==> src/rtl/ioredir_pkg.sv <==
package ioredir_pkg;

    localparam int ENTRY_W = 64;
    localparam int VEC_W   = 8;
    localparam int DEST_W  = 8;
    localparam int MODE_W  = 3;

    localparam int POS_VEC_LO  = 0;
    localparam int POS_MODE_LO = 8;
    localparam int POS_DMODE   = 11;
    localparam int POS_POL     = 13;
    localparam int POS_TRIG    = 15;
    localparam int POS_MASK    = 16;
    localparam int POS_DEST_LO = 56;

    localparam logic [MODE_W-1:0]  DM_EXTERNAL = 3'b111;
    localparam logic [ENTRY_W-1:0] ENTRY_RESET = ENTRY_W'(1) << POS_MASK;

    typedef enum logic [1:0] {
        ST_LOST      = 2'd0,
        ST_DELIVERED = 2'd1,
        ST_MASKED    = 2'd2
    } svc_status_e;

    typedef enum logic [1:0] {
        S_IDLE,
        S_CHECK,
        S_FETCH,
        S_SEND
    } svc_state_e;

    typedef struct packed {
        logic [DEST_W-1:0] dest;
        logic              dest_mode;
        logic [MODE_W-1:0] dlv_mode;
        logic              polarity;
        logic              level_trig;
        logic              masked;
        logic [VEC_W-1:0]  vector;
    } redir_fields_t;

    function automatic redir_fields_t decode_entry(input logic [ENTRY_W-1:0] e);
        redir_fields_t f;
        f.vector     = e[POS_VEC_LO  +: VEC_W];
        f.dlv_mode   = e[POS_MODE_LO +: MODE_W];
        f.dest_mode  = e[POS_DMODE];
        f.polarity   = e[POS_POL];
        f.level_trig = e[POS_TRIG];
        f.masked     = e[POS_MASK];
        f.dest       = e[POS_DEST_LO +: DEST_W];
        return f;
    endfunction

endpackage

==> src/rtl/ioredir_table.sv <==
module ioredir_table
    import ioredir_pkg::*;
#(
    parameter int NUM_PINS = 24,
    parameter int PIN_W    = $clog2(NUM_PINS)
) (
    input  logic                clk,
    input  logic                rst,
    input  logic                wr_en,
    input  logic [PIN_W-1:0]    wr_pin,
    input  logic [ENTRY_W-1:0]  wr_data,
    input  logic [PIN_W-1:0]    req_pin,
    output logic                req_is_level,
    input  logic [PIN_W-1:0]    svc_pin,
    output redir_fields_t       svc_fields
);
    localparam logic [PIN_W-1:0] MAX_PIN = PIN_W'(NUM_PINS - 1);

    logic [ENTRY_W-1:0] entry_q [NUM_PINS];

    for (genvar g = 0; g < NUM_PINS; g++) begin : g_entry
        always_ff @(posedge clk) begin
            if (rst)
                entry_q[g] <= ENTRY_RESET;
            else if (wr_en && wr_pin == PIN_W'(g))
                entry_q[g] <= wr_data;
        end
    end

    redir_fields_t req_fields;

    always_comb begin
        req_fields = decode_entry((req_pin <= MAX_PIN) ? entry_q[req_pin] : ENTRY_RESET);
        svc_fields = decode_entry((svc_pin <= MAX_PIN) ? entry_q[svc_pin] : ENTRY_RESET);
        req_is_level = req_fields.level_trig;
    end

endmodule

==> src/rtl/ioredir_pending.sv <==
module ioredir_pending #(
    parameter int NUM_PINS = 24,
    parameter int PIN_W    = $clog2(NUM_PINS)
) (
    input  logic                clk,
    input  logic                rst,
    input  logic                upd_en,
    input  logic [PIN_W-1:0]    upd_pin,
    input  logic                upd_level,
    input  logic                upd_is_level,
    input  logic                clr_en,
    input  logic [PIN_W-1:0]    clr_pin,
    output logic [NUM_PINS-1:0] pending
);

    for (genvar g = 0; g < NUM_PINS; g++) begin : g_bit
        logic hit_upd;
        logic hit_clr;
        assign hit_upd = upd_en && (upd_pin == PIN_W'(g));
        assign hit_clr = clr_en && (clr_pin == PIN_W'(g));

        always_ff @(posedge clk) begin
            if (rst)
                pending[g] <= 1'b0;
            else if (hit_upd && upd_level)
                pending[g] <= 1'b1;
            else if (hit_upd && upd_is_level)
                pending[g] <= 1'b0;
            else if (hit_clr)
                pending[g] <= 1'b0;
        end
    end

endmodule

==> src/rtl/ioredir_seq.sv <==
module ioredir_seq
    import ioredir_pkg::*;
#(
    parameter int NUM_PINS = 24,
    parameter int PIN_W    = $clog2(NUM_PINS)
) (
    input  logic                clk,
    input  logic                rst,
    input  logic                req_valid,
    input  logic [PIN_W-1:0]    req_pin,
    input  logic                req_level,
    input  logic                sweep_start,
    output logic                req_ready,
    output logic                accept,
    input  logic [NUM_PINS-1:0] pending,
    output logic [PIN_W-1:0]    cur_pin,
    input  redir_fields_t       fields,
    output logic                clr_en,
    output logic                vec_req,
    input  logic                vec_valid,
    input  logic [VEC_W-1:0]    vec_data,
    output logic                msg_valid,
    output redir_fields_t       msg,
    input  logic                msg_ack,
    input  logic                msg_accepted,
    output logic                rsp_valid,
    output logic [1:0]          rsp_status,
    output logic                sweep_done
);
    localparam logic [PIN_W-1:0] MAX_PIN = PIN_W'(NUM_PINS - 1);

    svc_state_e  state_q;
    logic        sweeping_q;
    logic        assert_q;

    logic        in_range;
    logic        pend_hit;
    logic        step_done;
    svc_status_e step_status;

    assign req_ready = (state_q == S_IDLE);
    assign accept    = req_ready && req_valid;
    assign vec_req   = (state_q == S_FETCH);
    assign msg_valid = (state_q == S_SEND);

    always_comb begin
        in_range    = (cur_pin <= MAX_PIN);
        pend_hit    = in_range ? pending[cur_pin] : 1'b0;
        step_done   = 1'b0;
        step_status = ST_DELIVERED;
        clr_en      = 1'b0;
        unique case (state_q)
            S_CHECK: begin
                if (!assert_q || !pend_hit) begin
                    step_done = 1'b1;
                end else if (fields.masked) begin
                    step_done   = 1'b1;
                    step_status = ST_MASKED;
                end else begin
                    clr_en = !fields.level_trig;
                end
            end
            S_SEND: begin
                if (msg_ack) begin
                    step_done   = 1'b1;
                    step_status = msg_accepted ? ST_DELIVERED : ST_LOST;
                end
            end
            default: ;
        endcase
    end

    always_ff @(posedge clk) begin
        if (rst) begin
            state_q    <= S_IDLE;
            sweeping_q <= 1'b0;
            assert_q   <= 1'b0;
            cur_pin    <= '0;
            msg        <= '0;
            rsp_valid  <= 1'b0;
            rsp_status <= ST_DELIVERED;
            sweep_done <= 1'b0;
        end else begin
            rsp_valid  <= 1'b0;
            sweep_done <= 1'b0;
            unique case (state_q)
                S_IDLE: begin
                    if (req_valid) begin
                        cur_pin    <= req_pin;
                        assert_q   <= req_level;
                        sweeping_q <= 1'b0;
                        state_q    <= S_CHECK;
                    end else if (sweep_start) begin
                        cur_pin    <= '0;
                        assert_q   <= 1'b1;
                        sweeping_q <= 1'b1;
                        state_q    <= S_CHECK;
                    end
                end
                S_CHECK: begin
                    if (!step_done) begin
                        msg     <= fields;
                        state_q <= (fields.dlv_mode == DM_EXTERNAL) ? S_FETCH : S_SEND;
                    end
                end
                S_FETCH: begin
                    if (vec_valid) begin
                        msg.vector <= vec_data;
                        state_q    <= S_SEND;
                    end
                end
                default: ;
            endcase

            if (step_done) begin
                if (sweeping_q) begin
                    if (cur_pin == MAX_PIN) begin
                        sweep_done <= 1'b1;
                        state_q    <= S_IDLE;
                    end else begin
                        cur_pin <= cur_pin + 1'b1;
                        state_q <= S_CHECK;
                    end
                end else begin
                    rsp_valid  <= 1'b1;
                    rsp_status <= step_status;
                    state_q    <= S_IDLE;
                end
            end
        end
    end

endmodule

==> src/rtl/ioredir_svc.sv <==
module ioredir_svc
    import ioredir_pkg::*;
#(
    parameter int NUM_PINS = 24,
    parameter int PIN_W    = $clog2(NUM_PINS)
) (
    input  logic                clk,
    input  logic                rst,
    input  logic                cfg_we,
    input  logic [PIN_W-1:0]    cfg_pin,
    input  logic [ENTRY_W-1:0]  cfg_data,
    input  logic                req_valid,
    input  logic [PIN_W-1:0]    req_pin,
    input  logic                req_level,
    output logic                req_ready,
    output logic                rsp_valid,
    output logic [1:0]          rsp_status,
    input  logic                sweep_start,
    output logic                sweep_done,
    output logic                msg_valid,
    output logic [DEST_W-1:0]   msg_dest,
    output logic                msg_dest_mode,
    output logic [MODE_W-1:0]   msg_dlv_mode,
    output logic [VEC_W-1:0]    msg_vector,
    output logic                msg_polarity,
    output logic                msg_level,
    input  logic                msg_ack,
    input  logic                msg_accepted,
    output logic                vec_req,
    input  logic                vec_valid,
    input  logic [VEC_W-1:0]    vec_data
);
    logic                accept;
    logic                req_is_level;
    logic [PIN_W-1:0]    cur_pin;
    redir_fields_t       cur_fields;
    redir_fields_t       msg;
    logic                clr_en;
    logic [NUM_PINS-1:0] pending;

    ioredir_table #(.NUM_PINS(NUM_PINS), .PIN_W(PIN_W)) u_table (
        .clk          (clk),
        .rst          (rst),
        .wr_en        (cfg_we),
        .wr_pin       (cfg_pin),
        .wr_data      (cfg_data),
        .req_pin      (req_pin),
        .req_is_level (req_is_level),
        .svc_pin      (cur_pin),
        .svc_fields   (cur_fields)
    );

    ioredir_pending #(.NUM_PINS(NUM_PINS), .PIN_W(PIN_W)) u_pending (
        .clk          (clk),
        .rst          (rst),
        .upd_en       (accept),
        .upd_pin      (req_pin),
        .upd_level    (req_level),
        .upd_is_level (req_is_level),
        .clr_en       (clr_en),
        .clr_pin      (cur_pin),
        .pending      (pending)
    );

    ioredir_seq #(.NUM_PINS(NUM_PINS), .PIN_W(PIN_W)) u_seq (
        .clk          (clk),
        .rst          (rst),
        .req_valid    (req_valid),
        .req_pin      (req_pin),
        .req_level    (req_level),
        .sweep_start  (sweep_start),
        .req_ready    (req_ready),
        .accept       (accept),
        .pending      (pending),
        .cur_pin      (cur_pin),
        .fields       (cur_fields),
        .clr_en       (clr_en),
        .vec_req      (vec_req),
        .vec_valid    (vec_valid),
        .vec_data     (vec_data),
        .msg_valid    (msg_valid),
        .msg          (msg),
        .msg_ack      (msg_ack),
        .msg_accepted (msg_accepted),
        .rsp_valid    (rsp_valid),
        .rsp_status   (rsp_status),
        .sweep_done   (sweep_done)
    );

    assign msg_dest      = msg.dest;
    assign msg_dest_mode = msg.dest_mode;
    assign msg_dlv_mode  = msg.dlv_mode;
    assign msg_vector    = msg.vector;
    assign msg_polarity  = msg.polarity;
    assign msg_level     = msg.level_trig;

endmodule

==> config.mk <==
export PLATFORM = sky130hd
export DESIGN_NAME = ioredir_svc
export DESIGN_NICKNAME = d
export VERILOG_FILES = /design/src/rtl/ioredir_pkg.sv /design/src/rtl/ioredir_table.sv /design/src/rtl/ioredir_pending.sv /design/src/rtl/ioredir_seq.sv /design/src/rtl/ioredir_svc.sv
export SDC_FILE = /design/constraint.sdc
export NUM_CORES = 1
export LEC_CHECK = 0
export BUFFER_PORTS_ARGS = -buffer_cell sky130_fd_sc_hd__buf_4
export CORE_AREA = 5 5 193 288
export DETAILED_ROUTE_END_ITERATION = 8
export DIE_AREA = 0 0 198 293
export PLACE_DENSITY = 0.83
export SLEW_MARGIN = 5
export SYNTH_ARGS = -nofsm -noshare
export SYNTH_HDL_FRONTEND = slang
export SYNTH_SLANG_ARGS = --single-unit
export TNS_END_PERCENT = 1
==> constraint.sdc <==
create_clock -name clk -period 2.93 [get_ports clk]
set_input_delay 0 -clock clk [delete_from_list [all_inputs] [get_ports clk]]
set_output_delay 0 -clock clk [all_outputs]
set_load 0.005 [all_outputs]
Word level (Yosys, flattened, before mapping)
Memory sizes are Yosys's and may differ from the RTL's. A register that Yosys moved wholly into a read port is not among the register bits.
Cells that the tools add are included.
Cells by class
  add/sub/neg operators: 1
  order comparisons: 3
  eq/ne operators: 77
  mux-type cells: 210
  bitwise operators: 26
  reductions and logical operators: 163
Operators by type and width (count)
  $mux 64: 25
  $mux 1: 163
  $logic_and 1x1->1: 121
  $eq 5x4->1 const B: 24
  $eq 5x5->1 const B: 24
  $reduce_bool 3->1: 24
  $eq 5x3->1 const B: 12
  $mux 5: 7
  $eq 5x2->1 const B: 6
  $or 1x1->1: 24
  $mux 16: 1
  $mux 8: 2
  $pmux 8 s2: 1
  $eq 5x1->1 const B: 3
  $logic_not 5->1: 3
  $mux 2: 7
  $le 5x5->1 const B: 2
  $lt 5x6->1 const B: 1
  $pmux 2 s3: 1
  $reduce_and 2->1: 3
  $reduce_and 3->1: 2
  $add 5x1->5 const B: 1
  $bmux 1 s5: 1
  $eq 2x2->1 const B: 2
  other kinds (16): 20
Word-level totals
  bits in registers: 59
  bits in writable memories: 1536
  input port bits: 91
  output and inout port bits: 29
  logic and storage cells: 518
  memories: 1
Memories
  u_table.entry_q: depth 24, width 64, rd ports 2, clocked after memory_dff 1, write ports 24, line ioredir_table.sv:19  | logic [ENTRY_W-1:0] entry_q [NUM_PINS];

Depth between registers and ports, before layout
Gate-level depths: netlist (run 1).
  word-level depth: 11
  depth in mapped cells: 11
  mapped depth without buffers: 9

Modules after synthesis
Synthesis (run 1) repeated with hierarchy kept, for this count alone.
Second synthesis, totals
  cell total of the unflattened synthesis: 2119
  area, all modules: 28907.7 µm²
By module, submodules not included
  ioredir_table: instances 1, cells each 1756, area an instance 25622.1 µm², sequential area each 16575.9 µm²
  ioredir_seq: instances 1, cells each 221, area an instance 2048.2 µm², sequential area each 720.7 µm²
  ioredir_pending: instances 1, cells each 142, area an instance 1237.4 µm², sequential area each 480.5 µm²

Worst setup path after synthesis (run 1)
No wires, ideal clock.
  path kind: in2reg
  start: input cfg_pin[0]
  end: memory u_table.entry_q[15][0] (enable)
  library setup time: 435 ps
  arrival time: 2223 ps
  data required time: 2495 ps
  setup slack: 272 ps
  stages: 3
  buffers on the path: 1
  cell sequence: clkbuf_1 > nand3_1 > o21ai_0
RTL lines
  start, declared: line ioredir_svc.sv:10  | input logic [PIN_W-1:0] cfg_pin,
  end, declared: line ioredir_table.sv:19

Final worst setup path (run 1)
  start: register u_seq.cur_pin[0]
  end: register u_pending.pending[3]
On the way
  word-level cells in the longest chain between the ends: 9
  elaborated cells on any way between the ends: 14
  those cells by class: order compare (1); eq/ne (1); mux (7); reduce/logical (5)
RTL lines
  start, declared: line ioredir_seq.sv:16  | output logic [PIN_W-1:0] cur_pin,
  start signal, assigned: line ioredir_seq.sv:89  | cur_pin <= req_pin;
  start signal, assigned: line ioredir_seq.sv:121  | cur_pin <= cur_pin + 1'b1;
  $bmux 1 s5: line ioredir_seq.sv:48  | pend_hit = in_range ? pending[cur_pin] : 1'b0;
  $mux 1 (not written as such): line ioredir_seq.sv:48
  $mux 1: line ioredir_seq.sv:48
  $logic_not 1->1: line ioredir_seq.sv:54  | if (!assert_q || !pend_hit) begin
  $logic_or 1x1->1: line ioredir_seq.sv:54
  $mux 1: line ioredir_seq.sv:54
  $mux 1: line ioredir_seq.sv:52  | unique case (state_q)
  $logic_and 1x1->1 *: line ioredir_pending.sv:20  | assign hit_clr = clr_en && (clr_pin == PIN_W'(g));
  $reduce_bool 3->1 (no source line) *
  end signal, assigned by index: line ioredir_pending.sv:24  | pending[g] <= 1'b0;
  end signal, assigned by index: line ioredir_pending.sv:26  | pending[g] <= 1'b1;
  end signal, assigned by index: line ioredir_pending.sv:28  | pending[g] <= 1'b0;
  end, declared: line ioredir_pending.sv:13  | output logic [NUM_PINS-1:0] pending
Every way passes the cells marked *; elsewhere a longest branch is shown, timed or not. The select of a mux whose other input is x is not followed.
A chain may end at the register's enable or synchronous reset.

==> impl_metrics.py, run 1 <==
metrics = {
    "worst_setup_path": {
        "crit_buf_inv": 0,
        "worstPathRequired_ps": 3400,
        "crit_path_start_kind": "register",
        "worst_path_largest_cell_delay_ps": 560,
        "setup.worst_path.class": "reg -> reg",
        "crit_family": "multiplexers",
        "path_cells": "mux4_2 -> mux4_2 -> a21oi_1 -> or3b_4 -> nor3_1 -> o22ai_1",
        "endpoint_kind": "register",
        "arrival_ps": 3330,
        "cp_slowest_cell": "or3b_4",
        "critPathMaxFanout": 21,
        "cp_common_cell": "mux4_2",
    },
    "clock_tree": {
        "clkTransAtPathRegs_ps": 70,
        "clk_latency_ps": 600,
        "htreeDepth": 2,
        "numCtsBuffers": 53,
        "clockBufferDepth": 3,
        "cts_tree": "built",
        "root_buffer": "clkbuf_16",
        "clock_sinks": 611,
    },
    "synthesis": {
        "syn_inst": 2003,
        "synth_ff_type": "edfxtp_1",
        "synth_warnings": 0,
        "syn_area_per_cell_um2": 14.3,
        "netlist_area_mm2": 0.0287,
        "synth.distinct_cells": 63,
        "yosysTopAreaCellShare": 0.578,
        "ys_async_sr_fraction": 0,
        "synth-seq-cells": 611,
        "synth_area_leaders": "edfxtp_1 (58%), mux4_2 (13%), and2_1 (12%)",
        "syn_nets": 2104,
        "synth-edff-count": 552,
        "yosysSeqAreaShare": 0.619,
        "yosysTopAreaCell": "edfxtp_1",
    },
    "place": {
        "hpwl_mm": 49.0,
        "io_buffers": 78,
        "globalplace.congestion": 0.901,
        "dp.cells": 2702,
    },
    "outcome": {
        "status": "finished, final reports clean",
    },
    "timing": {
        "clock.fmax_mhz": 349,
        "drv_slew": 0,
        "fin_crit_ps": 2860,
        "rsz0062_at_grt": "yes",
        "report.final.hold_viol_count": 0,
        "setup-violations-final": 0,
        "worstMarginPinSlew_ps": 1020,
        "relSlewSlack": 0.320,
        "skew_ps": 16.6,
        "setup-tns-final_ps": 0,
        "post-route-period-util": 0.977,
    },
    "global_routing": {
        "antenna_found_initial": 1,
        "grt_max_degree": 46,
        "grt_pass1_vias": 18900,
        "grt_pass1_wl_mm": 114,
        "grt_usage": 0.257,
        "grt-ovfl-total": 0,
    },
    "power_and_ir_drop": {
        "power_leakage_nw": 11.2,
        "seqPwrFrac": 0.481,
        "ir_worst_vdd_mv": 0.597,
        "clock_power_share": 0.325,
        "power.internal_w": 0.0156,
        "power_frac_comb": 0.194,
        "power.switching_w": 0.00571,
        "cellPowerDensity_mw_per_mm2": 655,
        "swShare": 0.268,
    },
    "routing": {
        "routed_via_density": 6.29,
        "vias": 18000,
        "firstDrtPassIters": 7,
        "post_drt_wl_per_cell_um": 26.1,
        "dr.first_iter.drc_count": 2012,
        "totalWireLength_mm": 74.3,
        "ant_nets": 0,
        "drc": 0,
    },
    "floorplanning": {
        "start_util": 0.545,
        "ios": 120,
        "core_area_mm2": 0.0526,
        "die-area_mm2": 0.0580,
        "die_x_um": 198,
        "num_rows": 103,
        "dieHeight_um": 293,
    },
    "final_layout": {
        "num_antenna_cells": 0,
        "fillCellCount": 3625,
        "mostFrequentLayoutCells": "edfxtp_1 (552), and2_1 (533), buf_4 (183)",
        "mostFrequentLayoutCell": "edfxtp_1",
        "nets": 2229,
        "syn_to_final_growth_pct": 13.6,
        "final_cells": 2852,
        "drive_gt1_frac": 0.216,
    },
    "hold_path": {
        "worstHoldPathType": "in -> reg",
    },
    "flow_run": {
        "maxCapViolCount": 0,
    },
}
stage by stage:
stage | hold slack [ps] | area (um2) | worst slack (ps) | util | power, W
after global placement | 309 | 30300 | 102 | 0.577 | 0.0143
after CTS | 18.7 | 32500 | 42.2 | 0.618 | 0.0213
after detailed placement | 313 | 30300 | 53.7 | 0.577 | 0.0144
final | 42.0 | 32600 | 68.6 | 0.619 | 0.0213
after floorplan | 180 | 28700 | 272 | - | 0.0131
after global routing | 81.7 | 32600 | -17.6 | 0.619 | 0.0220
tightest hold or removal path: cells and delay by family:
family                 cells  cell delay (ps)
AND/OR/NAND/NOR            2              380
buffers and inverters      1              150
synthesized netlist by cell type (all sizes together), types with 3 or more instances:
library cell,number
ha,10
buf,49
nand3,35
nor2b,13
nand2b,23
a2111oi,8
or3,22
clkbuf,123
a221oi,9
nor3,27
nand4,9
edfxtp,552
o22ai,23
o31a,4
and2,533
a21oi,16
inv,23
o21ai,34
nand2,99
mux2,9
a211oi,8
o2111ai,3
a41oi,4
nor2,66
a21o,4
mux4,162
a22oi,4
o21a,3
o31ai,5
mux2i,37
and3,4
a311oi,3
dfxtp,59
cell families after synthesis:
kind of cell | Yosys count | share of synthesized area
AO/OA/AOI/OAI | 140 | 0.0352
AND/OR/NAND/NOR | 837 | 0.167
flip-flops | 611 | 0.619
XOR/XNOR | 1 | 0.000306
multiplexers | 208 | 0.144
adder cells (fa/ha/maj) | 10 | 0.00436
buffers and inverters | 196 | 0.0299
power by group through the flow:
stage	clock [W]	combinational, W	sequential, W
final	0.00693	0.00414	0.0103
after global routing	0.00734	0.00438	0.0103
after CTS	0.00695	0.00406	0.0103
after detailed placement	0	0.00395	0.0104
after global placement	0	0.00390	0.0104
after floorplan	0	0.00276	0.0103
area by class of cell:
type / count / area, um2 / share of cell area
clock buffer: 64 / 1380 / 0.0423
clock inverter: 33 / 304 / 0.00933
inverter: 24 / 90.1 / 0.00277
multi-input combinational: 1196 / 10100 / 0.311
sequential: 611 / 17800 / 0.546
tap: 682 / 853 / 0.0262
timing repair buffer: 242 / 2040 / 0.0627
state kept, by name, summed over array words and instances, names as in the netlist:
| signal | count |
|---|---|
| u_table.entry_q | 552 |
| u_pending.pending | 24 |
| u_seq.msg | 22 |
| u_seq.cur_pin | 5 |
| u_seq.rsp_status | 2 |
| u_seq.state_q | 2 |
| u_seq.assert_q | 1 |
| u_seq.rsp_valid | 1 |
| u_seq.sweep_done | 1 |
| u_seq.sweeping_q | 1 |
per-layer routing:
layer,vias to the layer above,global-route usage,wire length [um]
met5,-,0,0
met4,0,0.0976,2980
met3,219,0.0354,6160
met2,1119,0.473,40300
met1,8977,0.305,24900
li1,7636,-,-
timing repair:
action | 4_1_cts | 5_1_grt
gates resized for setup | 0 | 9
endpoints found under the setup margin | 0 | 22
hold buffers | 51 | 0
hold endpoints to repair | 614 | 0
setup buffers | 0 | 2
path summary, 6_finish.rpt:
check / startpoint / slack (ps) / cells after the start / endpoint
worst max register to register: u_seq.cur_pin[0]$_SDFF_PP0_ / 70 / 6 / u_pending.pending[3]$_SDFFE_PP0P_
worst min-delay path: cfg_pin[2] / 40 / 3 / u_table.entry_q[13][16]$_SDFFCE_PN1P_
worst max-delay path: u_seq.cur_pin[0]$_SDFF_PP0_ / 70 / 6 / u_pending.pending[3]$_SDFFE_PP0P_
worst min register to register: u_seq.msg[4]$_SDFFE_PP0P_ / 480 / 2 / u_seq.msg[4]$_SDFFE_PP0P_
Power figures use the tool's default switching activity.
==> run 2, diff against run 1 <==
--- a/config.mk
+++ b/config.mk
@@ -6,10 +6,10 @@
 export NUM_CORES = 1
 export LEC_CHECK = 0
 export BUFFER_PORTS_ARGS = -buffer_cell sky130_fd_sc_hd__buf_4
-export CORE_AREA = 5 5 193 288
+export CORE_AREA = 5 5 202 302
 export DETAILED_ROUTE_END_ITERATION = 8
-export DIE_AREA = 0 0 198 293
-export PLACE_DENSITY = 0.83
+export DIE_AREA = 0 0 207 307
+export PLACE_DENSITY = 0.77
 export SLEW_MARGIN = 5
 export SYNTH_ARGS = -nofsm -noshare
 export SYNTH_HDL_FRONTEND = slang
==> impl_metrics.py, run 2 (synthesis gave the netlist of run 1 again) <==
metrics = {
    "routing": {
        "vias": 17500,
        "firstDrtPassIters": 6,
        "drc": 0,
        "routed_via_density": 5.96,
        "totalWireLength_mm": 74.4,
        "ant_nets": 0,
        "post_drt_wl_per_cell_um": 25.3,
        "dr.first_iter.drc_count": 1853,
    },
    "power_and_ir_drop": {
        "swShare": 0.263,
        "seqPwrFrac": 0.473,
        "clock_power_share": 0.334,
        "power.switching_w": 0.00570,
        "cellPowerDensity_mw_per_mm2": 660,
        "ir_worst_vdd_mv": 0.532,
        "power.internal_w": 0.0160,
        "power_frac_comb": 0.193,
        "power_leakage_nw": 11.2,
    },
    "worst_setup_path": {
        "endpoint_kind": "register",
        "crit_buf_inv": 1,
        "setup.worst_path.class": "reg -> reg",
        "crit_family": "multiplexers",
        "critPathMaxFanout": 21,
        "worstPathRequired_ps": 3400,
        "crit_path_start_kind": "register",
        "cp_common_cell": "mux4_2",
        "path_cells": "buf_12 -> mux4_2 -> mux4_2 -> a21oi_1 -> or3b_4 -> nor2_2 -> a41oi_1",
        "reg2reg_from": "u_seq.cur_pin[0]$_SDFF_PP0_",
        "r2r_slack_ps": 180,
        "cp_slowest_cell": "or3b_4",
        "r2r_end": "u_pending.pending[16]$_SDFFE_PP0P_",
        "reg2regPathDepth": 7,
        "arrival_ps": 3220,
        "worst_path_largest_cell_delay_ps": 540,
    },
    "final_layout": {
        "mostFrequentLayoutCell": "edfxtp_1",
        "nets": 2218,
        "largest_reg_flops": 552,
        "syn_to_final_growth_pct": 14.4,
        "drive_gt1_frac": 0.212,
        "final_area_mm2": 0.0328,
        "mostFrequentLayoutCells": "edfxtp_1 (552), and2_1 (533), mux4_2 (162)",
        "top_regs": "u_table.entry_q x552, u_pending.pending x24, u_seq.msg x22",
        "num_antenna_cells": 0,
        "largest_register": "u_table.entry_q",
    },
    "clock_tree": {
        "clock_sinks": 611,
        "clk_latency_ps": 610,
        "root_buffer": "clkbuf_16",
        "htreeDepth": 2,
        "cts_tree": "built",
        "clockBufferDepth": 3,
        "numCtsBuffers": 53,
        "clkTransAtPathRegs_ps": 70,
    },
    "global_routing": {
        "grt_pass1_wl_mm": 113,
        "antenna_found_initial": 1,
        "grt-ovfl-total": 0,
        "grt_usage": 0.232,
        "grt_max_degree": 42,
        "grt_pass1_vias": 18300,
    },
    "hold_path": {
        "hold_depth": 4,
        "worstHoldPathType": "in -> reg",
        "min_to": "u_table.entry_q[17][16]$_SDFFCE_PN1P_",
        "holdCritStartpoint": "cfg_pin[2]",
    },
    "timing": {
        "drv_slew": 0,
        "skew_ps": 20.0,
        "rsz0062_at_grt": "no",
        "relSlewSlack": 0.184,
        "whs_ps": 103,
        "fin_crit_ps": 2750,
        "report.final.hold_viol_count": 0,
        "clock.fmax_mhz": 363,
        "worstMarginPinSlew_ps": 1220,
        "setup-violations-final": 0,
        "post-route-period-util": 0.939,
    },
    "place": {
        "globalplace.congestion": 0.938,
        "hpwl_mm": 49.7,
        "io_buffers": 78,
        "place_area_mm2": 0.0305,
    },
    "flow_run": {
        "maxCapViolCount": 0,
    },
    "floorplanning": {
        "die-area_mm2": 0.0635,
        "ios": 120,
        "core_area_mm2": 0.0584,
        "start_util": 0.491,
        "dieHeight_um": 307,
        "die_x_um": 207,
        "num_rows": 109,
    },
    "outcome": {
        "status": "finished, final reports clean",
    },
}
run 2: what timing repair did:
item                                    4_1_cts  5_1_grt
hold buffers                                 52        0
endpoints found under the hold margin       605        0
endpoints found under the setup margin        4        5
gates cloned                                  0        0
resized for setup                             0        3
buffers inserted                              2        0
run 2: worst max path at each step:
stage                                start                              endpoint  depth (start not counted)
2_1_floorplan                   cfg_pin[0]  u_table.entry_q[15][0]$_SDFFCE_PN0P_                          3
3_3_place_gp   u_seq.cur_pin[0]$_SDFF_PP0_    u_pending.pending[16]$_SDFFE_PP0P_                          8
3_5_place_dp   u_seq.cur_pin[0]$_SDFF_PP0_    u_pending.pending[17]$_SDFFE_PP0P_                          8
4_1_cts        u_seq.cur_pin[0]$_SDFF_PP0_    u_pending.pending[17]$_SDFFE_PP0P_                          9
5_1_grt        u_seq.cur_pin[0]$_SDFF_PP0_    u_pending.pending[17]$_SDFFE_PP0P_                          9
6_report       u_seq.cur_pin[0]$_SDFF_PP0_    u_pending.pending[16]$_SDFFE_PP0P_                          7
run 2: layer usage:
layer,vias to the layer above,wire [um],GRT usage
met4,2,3600,0.105
met5,-,20,0
li1,7602,-,-
met3,218,5020,0.0312
met1,8831,25900,0.274
met2,856,39900,0.424
run 2: power by group through the flow:
stage | combinational (W) | clock (W) | sequential [W]
final | 0.00418 | 0.00723 | 0.0103
after global routing | 0.00445 | 0.00766 | 0.0103
after CTS | 0.00417 | 0.00729 | 0.0102
after detailed placement | 0.00403 | 0 | 0.0105
after global placement | 0.00397 | 0 | 0.0104
after floorplan | 0.00276 | 0 | 0.0103
run 2: final cells by class:
class	count	area, um2
inverter	24	90.1
multi-input combinational	1196	10100
fill	4473	25600
clock buffer	59	1350
sequential	611	17800
timing repair buffer	231	2080
clock inverter	41	420
tap	777	972
run 2: worst reg2reg max path, cell delays in order (launching register included):
cell     delay [ps]
dfxtp_4         390
buf_12          130
mux4_2          490
mux4_2          520
a21oi_1         210
or3b_4          540
nor2_2          210
a41oi_1         130
run 2: stage by stage:
stage	total power (W)	cells	util	setup TNS, ps	setup WS, ps
2_1_floorplan	0.0131	2003	-	0	272
3_3_place_gp	0.0144	2785	0.522	0	2.07
3_5_place_dp	0.0145	2785	0.522	-8.58	-5.15
4_1_cts	0.0217	2939	0.562	0	100
5_1_grt	0.0224	2939	0.562	0	53.9
6_report	0.0217	2939	0.562	0	178
